**config.mk**
```make
export PLATFORM = sky130hd
export DESIGN_NAME = pwr_mode_reg
export DESIGN_NICKNAME = d
export VERILOG_FILES = /design/src/rtl/pwr_mode_pkg.sv /design/src/rtl/pmr_wr_gate.sv /design/src/rtl/pmr_state.sv /design/src/rtl/pmr_rd.sv /design/src/rtl/pwr_mode_reg.sv
export SDC_FILE = /design/constraint.sdc
export NUM_CORES = 1
export LEC_CHECK = 0
export BUFFER_PORTS_ARGS = -buffer_cell sky130_fd_sc_hd__buf_2
export CORE_AREA = 2 2 39 41
export CTS_BUF_LIST = sky130_fd_sc_hd__clkbuf_4 sky130_fd_sc_hd__clkbuf_8
export DETAILED_ROUTE_END_ITERATION = 6
export DIE_AREA = 0 0 41 43
export PLACE_DENSITY = 0.72
export RECOVER_POWER = 100
export SETUP_SLACK_MARGIN = 0.15
export SLEW_MARGIN = 20
export SYNTH_ARGS = -nofsm -noshare
export SYNTH_HDL_FRONTEND = slang
export SYNTH_SLANG_ARGS = --single-unit
```
**constraint.sdc**
```tcl
create_clock -name clk -period 1.95 [get_ports clk]
set_input_delay 0.195 -clock clk [delete_from_list [all_inputs] [get_ports clk]]
set_output_delay 0.195 -clock clk [all_outputs]
set_load 0.01 [all_outputs]
```
**src/rtl/pwr_mode_pkg.sv**
```systemverilog
package pwr_mode_pkg;
  localparam int MODE_W = 3;

  typedef enum logic [MODE_W-1:0] {
    PM_HIGH = 3'b000,
    PM_MID  = 3'b010
  } pwr_mode_e;

  function automatic logic mode_legal(input logic [MODE_W-1:0] m);
    return (m == PM_HIGH) || (m == PM_MID);
  endfunction
endpackage

```
**src/rtl/pmr_wr_gate.sv**
```systemverilog
module pmr_wr_gate
  import pwr_mode_pkg::*;
#(
  parameter int ADDR_W    = 8,
  parameter int REG_ADDR  = 8'hA0,
  parameter int NUM_LOCKS = 4
) (
  input  logic [ADDR_W-1:0]    addr,
  input  logic                 wr,
  input  logic [MODE_W-1:0]    wmode,
  input  logic                 unlock,
  input  logic [NUM_LOCKS-1:0] locks,
  input  logic                 busy,
  output logic                 accept
);
  localparam logic [ADDR_W-1:0] MY_ADDR = ADDR_W'(REG_ADDR);

  logic any_lock;
  logic hit;

  always_comb begin
    any_lock = 1'b0;
    for (int i = 0; i < NUM_LOCKS; i++) begin
      any_lock = any_lock | locks[i];
    end
    hit    = wr && (addr == MY_ADDR);
    accept = hit && unlock && !busy && !any_lock && mode_legal(wmode);
  end
endmodule

```
**src/rtl/pmr_state.sv**
```systemverilog
module pmr_state
  import pwr_mode_pkg::*;
#(
  parameter logic [MODE_W-1:0] RESET_MODE = PM_MID
) (
  input  logic              clk,
  input  logic              rst,
  input  logic              accept,
  input  logic [MODE_W-1:0] new_mode,
  input  logic              done,
  output logic [MODE_W-1:0] mode_q,
  output logic              busy_q,
  output logic              req_q,
  output logic [MODE_W-1:0] req_mode_q
);
  always_ff @(posedge clk) begin
    if (rst) begin
      mode_q     <= RESET_MODE;
      busy_q     <= 1'b0;
      req_q      <= 1'b0;
      req_mode_q <= RESET_MODE;
    end else begin
      req_q <= accept;
      if (accept) begin
        mode_q     <= new_mode;
        req_mode_q <= new_mode;
        busy_q     <= 1'b1;
      end else if (busy_q && done) begin
        busy_q <= 1'b0;
      end
    end
  end

  p_mode_legal_r2: assert property (@(posedge clk) disable iff (rst)
    mode_legal(mode_q));
  p_req_busy_r3: assert property (@(posedge clk) disable iff (rst)
    req_q |-> (busy_q && req_mode_q == mode_q));
  p_req_pulse_r3: assert property (@(posedge clk) disable iff (rst)
    req_q |=> !req_q);
  p_busy_rise_r3: assert property (@(posedge clk) disable iff (rst)
    $rose(busy_q) |-> req_q);
  p_done_clear_r4: assert property (@(posedge clk) disable iff (rst)
    (busy_q && done) |=> !busy_q);
  p_busy_hold_r5: assert property (@(posedge clk) disable iff (rst)
    (busy_q && !done) |=> (busy_q && $stable(mode_q) && !req_q));
endmodule

```
**src/rtl/pmr_rd.sv**
```systemverilog
module pmr_rd
  import pwr_mode_pkg::*;
#(
  parameter int DATA_W   = 8,
  parameter int ADDR_W   = 8,
  parameter int REG_ADDR = 8'hA0,
  parameter int BUSY_BIT = 4
) (
  input  logic              clk,
  input  logic              rst,
  input  logic [ADDR_W-1:0] addr,
  input  logic [MODE_W-1:0] mode,
  input  logic              busy,
  output logic [DATA_W-1:0] rdata
);
  localparam logic [ADDR_W-1:0] MY_ADDR = ADDR_W'(REG_ADDR);
  localparam logic [DATA_W-1:0] KEEP    =
    DATA_W'((1 << MODE_W) - 1) | DATA_W'(1 << BUSY_BIT);

  logic [DATA_W-1:0] word;

  for (genvar b = 0; b < DATA_W; b++) begin : g_bit
    if (b < MODE_W) begin : g_mode
      assign word[b] = mode[b];
    end else if (b == BUSY_BIT) begin : g_busy
      assign word[b] = busy;
    end else begin : g_rsvd
      assign word[b] = 1'b0;
    end
  end

  always_ff @(posedge clk) begin
    if (rst) rdata <= '0;
    else     rdata <= (addr == MY_ADDR) ? word : '0;
  end

  p_rsvd_zero_r10: assert property (@(posedge clk) disable iff (rst)
    (rdata & ~KEEP) == '0);
  p_miss_zero_r10: assert property (@(posedge clk) disable iff (rst)
    (addr != MY_ADDR) |=> (rdata == '0));
endmodule

```
**src/rtl/pwr_mode_reg.sv**
```systemverilog
module pwr_mode_reg
  import pwr_mode_pkg::*;
#(
  parameter int DATA_W   = 8,
  parameter int ADDR_W   = 8,
  parameter int REG_ADDR = 8'hA0,
  parameter int BUSY_BIT = 4
) (
  input  logic              clk,
  input  logic              rst,
  input  logic [ADDR_W-1:0] bus_addr,
  input  logic              bus_wr,
  input  logic [DATA_W-1:0] bus_wdata,
  output logic [DATA_W-1:0] bus_rdata,
  input  logic              wp_unlock,
  input  logic              sleep_lock,
  input  logic              lowspd_on,
  input  logic              flash_pe,
  output logic              pc_req,
  output logic [MODE_W-1:0] pc_mode,
  input  logic              pc_done,
  output logic [MODE_W-1:0] mode_out,
  output logic              busy_out
);
  localparam int NUM_LOCKS = 3;

  logic                 accept;
  logic [NUM_LOCKS-1:0] locks;

  assign locks = {flash_pe, lowspd_on, sleep_lock};

  pmr_wr_gate #(
    .ADDR_W(ADDR_W), .REG_ADDR(REG_ADDR), .NUM_LOCKS(NUM_LOCKS)
  ) u_gate (
    .addr(bus_addr), .wr(bus_wr), .wmode(bus_wdata[MODE_W-1:0]),
    .unlock(wp_unlock), .locks(locks), .busy(busy_out), .accept(accept)
  );

  pmr_state #(.RESET_MODE(PM_MID)) u_state (
    .clk(clk), .rst(rst), .accept(accept),
    .new_mode(bus_wdata[MODE_W-1:0]), .done(pc_done),
    .mode_q(mode_out), .busy_q(busy_out),
    .req_q(pc_req), .req_mode_q(pc_mode)
  );

  pmr_rd #(
    .DATA_W(DATA_W), .ADDR_W(ADDR_W), .REG_ADDR(REG_ADDR), .BUSY_BIT(BUSY_BIT)
  ) u_rd (
    .clk(clk), .rst(rst), .addr(bus_addr),
    .mode(mode_out), .busy(busy_out), .rdata(bus_rdata)
  );

  p_wp_lock_r6: assert property (@(posedge clk) disable iff (rst)
    !wp_unlock |=> (!pc_req && $stable(mode_out)));
  p_sleep_lock_r7: assert property (@(posedge clk) disable iff (rst)
    sleep_lock |=> (!pc_req && $stable(mode_out)));
  p_lowspd_lock_r8: assert property (@(posedge clk) disable iff (rst)
    lowspd_on |=> (!pc_req && $stable(mode_out)));
  p_flash_lock_r9: assert property (@(posedge clk) disable iff (rst)
    flash_pe |=> (!pc_req && $stable(mode_out)));
endmodule

```
==> flow_summary.toml <==
[run_status]
status = "finished clean"

[layout]
antenna_cells = 0
final_layout_size_suffix_gt1_share_pct = 37.3
syn_to_final_growth_pct = 25.3
seq_area_um2 = 180
final_nets = 92
fin_cells = 83
multi_input_comb_area_um2 = 176
mostFrequentLayoutCell = "buf_2"
fillCellCount = 160
layout_common_cells = "buf_2, clkbuf_1, dfxtp_1"

[drt]
routed_wl_um = 795
via_per_inst = 4.27
drcViolationCount = 0
drtPass1Iterations = 2
first_iter_violations = 4
wl_per_cell_um = 9.58
vias = 354
antenna_left = 0

[clocking]
cts_resized = 0
post-cts-setup-buffers = 0
hold_buffers = 0
cts_tree = "yes"
cts-buffers-inserted = 3
insertion_delay_ns = 0.27
clk_pin_slew_worst_paths_ns = 0.06
clock_sink_count = 9
clk_path_buf_depth = 2
root_buffer = "clkbuf_4"
htreeDepth = 1

[placed_design]
gp_congestion = 0.596
dp_cells = 79
hpwl_um = 619
io_buffers = 30

[logic_synthesis]
synthTopCellsByArea = "dfxtp_1, buf_4, nor4b_4"
yosys_register_bits = 9
netlist_instances = 38
syn_avg_cell_area_um2 = 11.3
synth_top_area_share_pct = 41.9
yosys_warnings = 0
ys_types = 15
synth.cell_area_um2 = 430
yosysSeqAreaShare_pct = 41.9
synth_top_cell_by_area = "dfxtp_1"

[power]
power_density_nw_per_um2 = 668
ir_worst_vdd_v = 0.000233
p_total_uw = 360
p_leak_uw = 0.000244

[setup_path]
worstPathRequired_ns = 2.11
worstPathMaxFanout = 4
reg2regPathDepth = 3
start_kind = "flip-flop"
end_kind = "flip-flop"
path_class = "reg2reg"
crit_arrival_ns = 1.47

[hold_path]
holdPathStages = 3
hp-class = "in2reg"

[die]
rows = 14
core_um2 = 1380
io_pins = 40
die_x_um = 41
start_util_pct = 31.1
dieArea_um2 = 1760
dieHeight_um = 43

[sta]
setup_viol_count_final = 0
layout_min_cycle_time_ns = 1.31
max_freq_ghz = 0.762
period_share_pct = 67.3
tns_ns = 0
finalClockSkew_ns = 0.00655
whs_ns = 0.189
final-hold-violation-count = 0
drv_slew = 0
rsz0062_at_grt = "no"

[grt]
grt_usage_pct = 9.26
antenna_found_initial = 0
grt_overflow_total = 0
grt_max_degree = 12
grt_pass1_wl_mm = 1.05
grt_pass1_vias = 289

[flow_run]
cap_violations = 0
[cells in the mapped netlist, drive strengths merged]
cell	n
clkbuf	1
nor3	1
nand2	3
mux2i	1
dfxtp	9
buf	7
and3b	2
nor2	3
conb	1
nor4b	4
nor3b	4
o31ai	1
nand4	1
[area by class of cell]
type / instances / share of cell area, %
multi-input combinational: 24 / 32.7
timing repair buffer: 30 / 25.1
clock inverter: 1 / 0.928
clock buffer: 3 / 4.18
tap: 16 / 3.71
sequential: 9 / 33.4
[kinds of logic (layout without fill, tap and decap cells)]
group / Yosys count / after routing / synth area share (%)
AO/OA/AOI/OAI: 1 / 1 / 2.91
buffers and inverters: 8 / 34 / 13.1
flip-flops: 9 / 9 / 41.9
multiplexers: 1 / 1 / 2.33
other: 1 / 4 / 0.871
AND/OR/NAND/NOR: 18 / 18 / 39.0
[worst max-delay path: stages (launching register included)]
cell	delay, ns
dfxtp_1	0.33
nor4b_1	0.46
nand4_2	0.20
and3b_1	0.22
[final timing paths]
path | to | start | slack, ns
worst max-delay path | u_state.req_mode_q[0]$_SDFFE_PP0P_ | u_state.busy_q$_SDFFE_PP0P_ | 0.64
worst min-delay path | u_state.req_mode_q[1]$_SDFFE_PP1P_ | bus_wdata[1] | 0.19
worst max register to register | u_state.req_mode_q[0]$_SDFFE_PP0P_ | u_state.busy_q$_SDFFE_PP0P_ | 0.64
worst min register to register | u_rd.rdata[0]$_SDFF_PP0_ | u_state.req_mode_q[0]$_SDFFE_PP0P_ | 0.51
[per-layer routing]
metal / up-vias / share of wire (%) / GRT usage (%)
met1: 151 / 33 / 8.09
met4: 0 / 3.0 / 8.00
met2: 21 / 50 / 15.3
met5: - / 0 / 0
li1: 179 / - / -
met3: 3 / 14 / 3.14
[where the power goes]
| group | internal, uW | switching (uW) | total [uW] |
|---|---|---|---|
| combinational | 17.4 | 14.9 | 32.3 |
| clock | 75.7 | 68.3 | 144 |
| sequential | 184 | 0.00846 | 184 |
| total | 277 | 83.2 | 360 |
[sequential cells by signal, summed over array words and instances (netlist names)]
| signal | cells |
|---|---|
| u_rd.rdata | 4 |
| u_state.req_mode_q | 3 |
| u_state.req_q | 1 |
| u_state.busy_q | 1 |
[stage by stage]
| step | cell area (um2) | worst slack [ns] | util [%] |
|---|---|---|---|
| after floorplan | 442 | 0.850 | - |
| after global placement | 556 | 0.808 | 40.1 |
| after detailed placement | 556 | 0.777 | 40.1 |
| after CTS | 583 | 0.780 | 42.1 |
| after global routing | 539 | 0.521 | 39.0 |
| final | 539 | 0.637 | 39.0 |
Note: power is estimated with default switching activity, not from simulation.
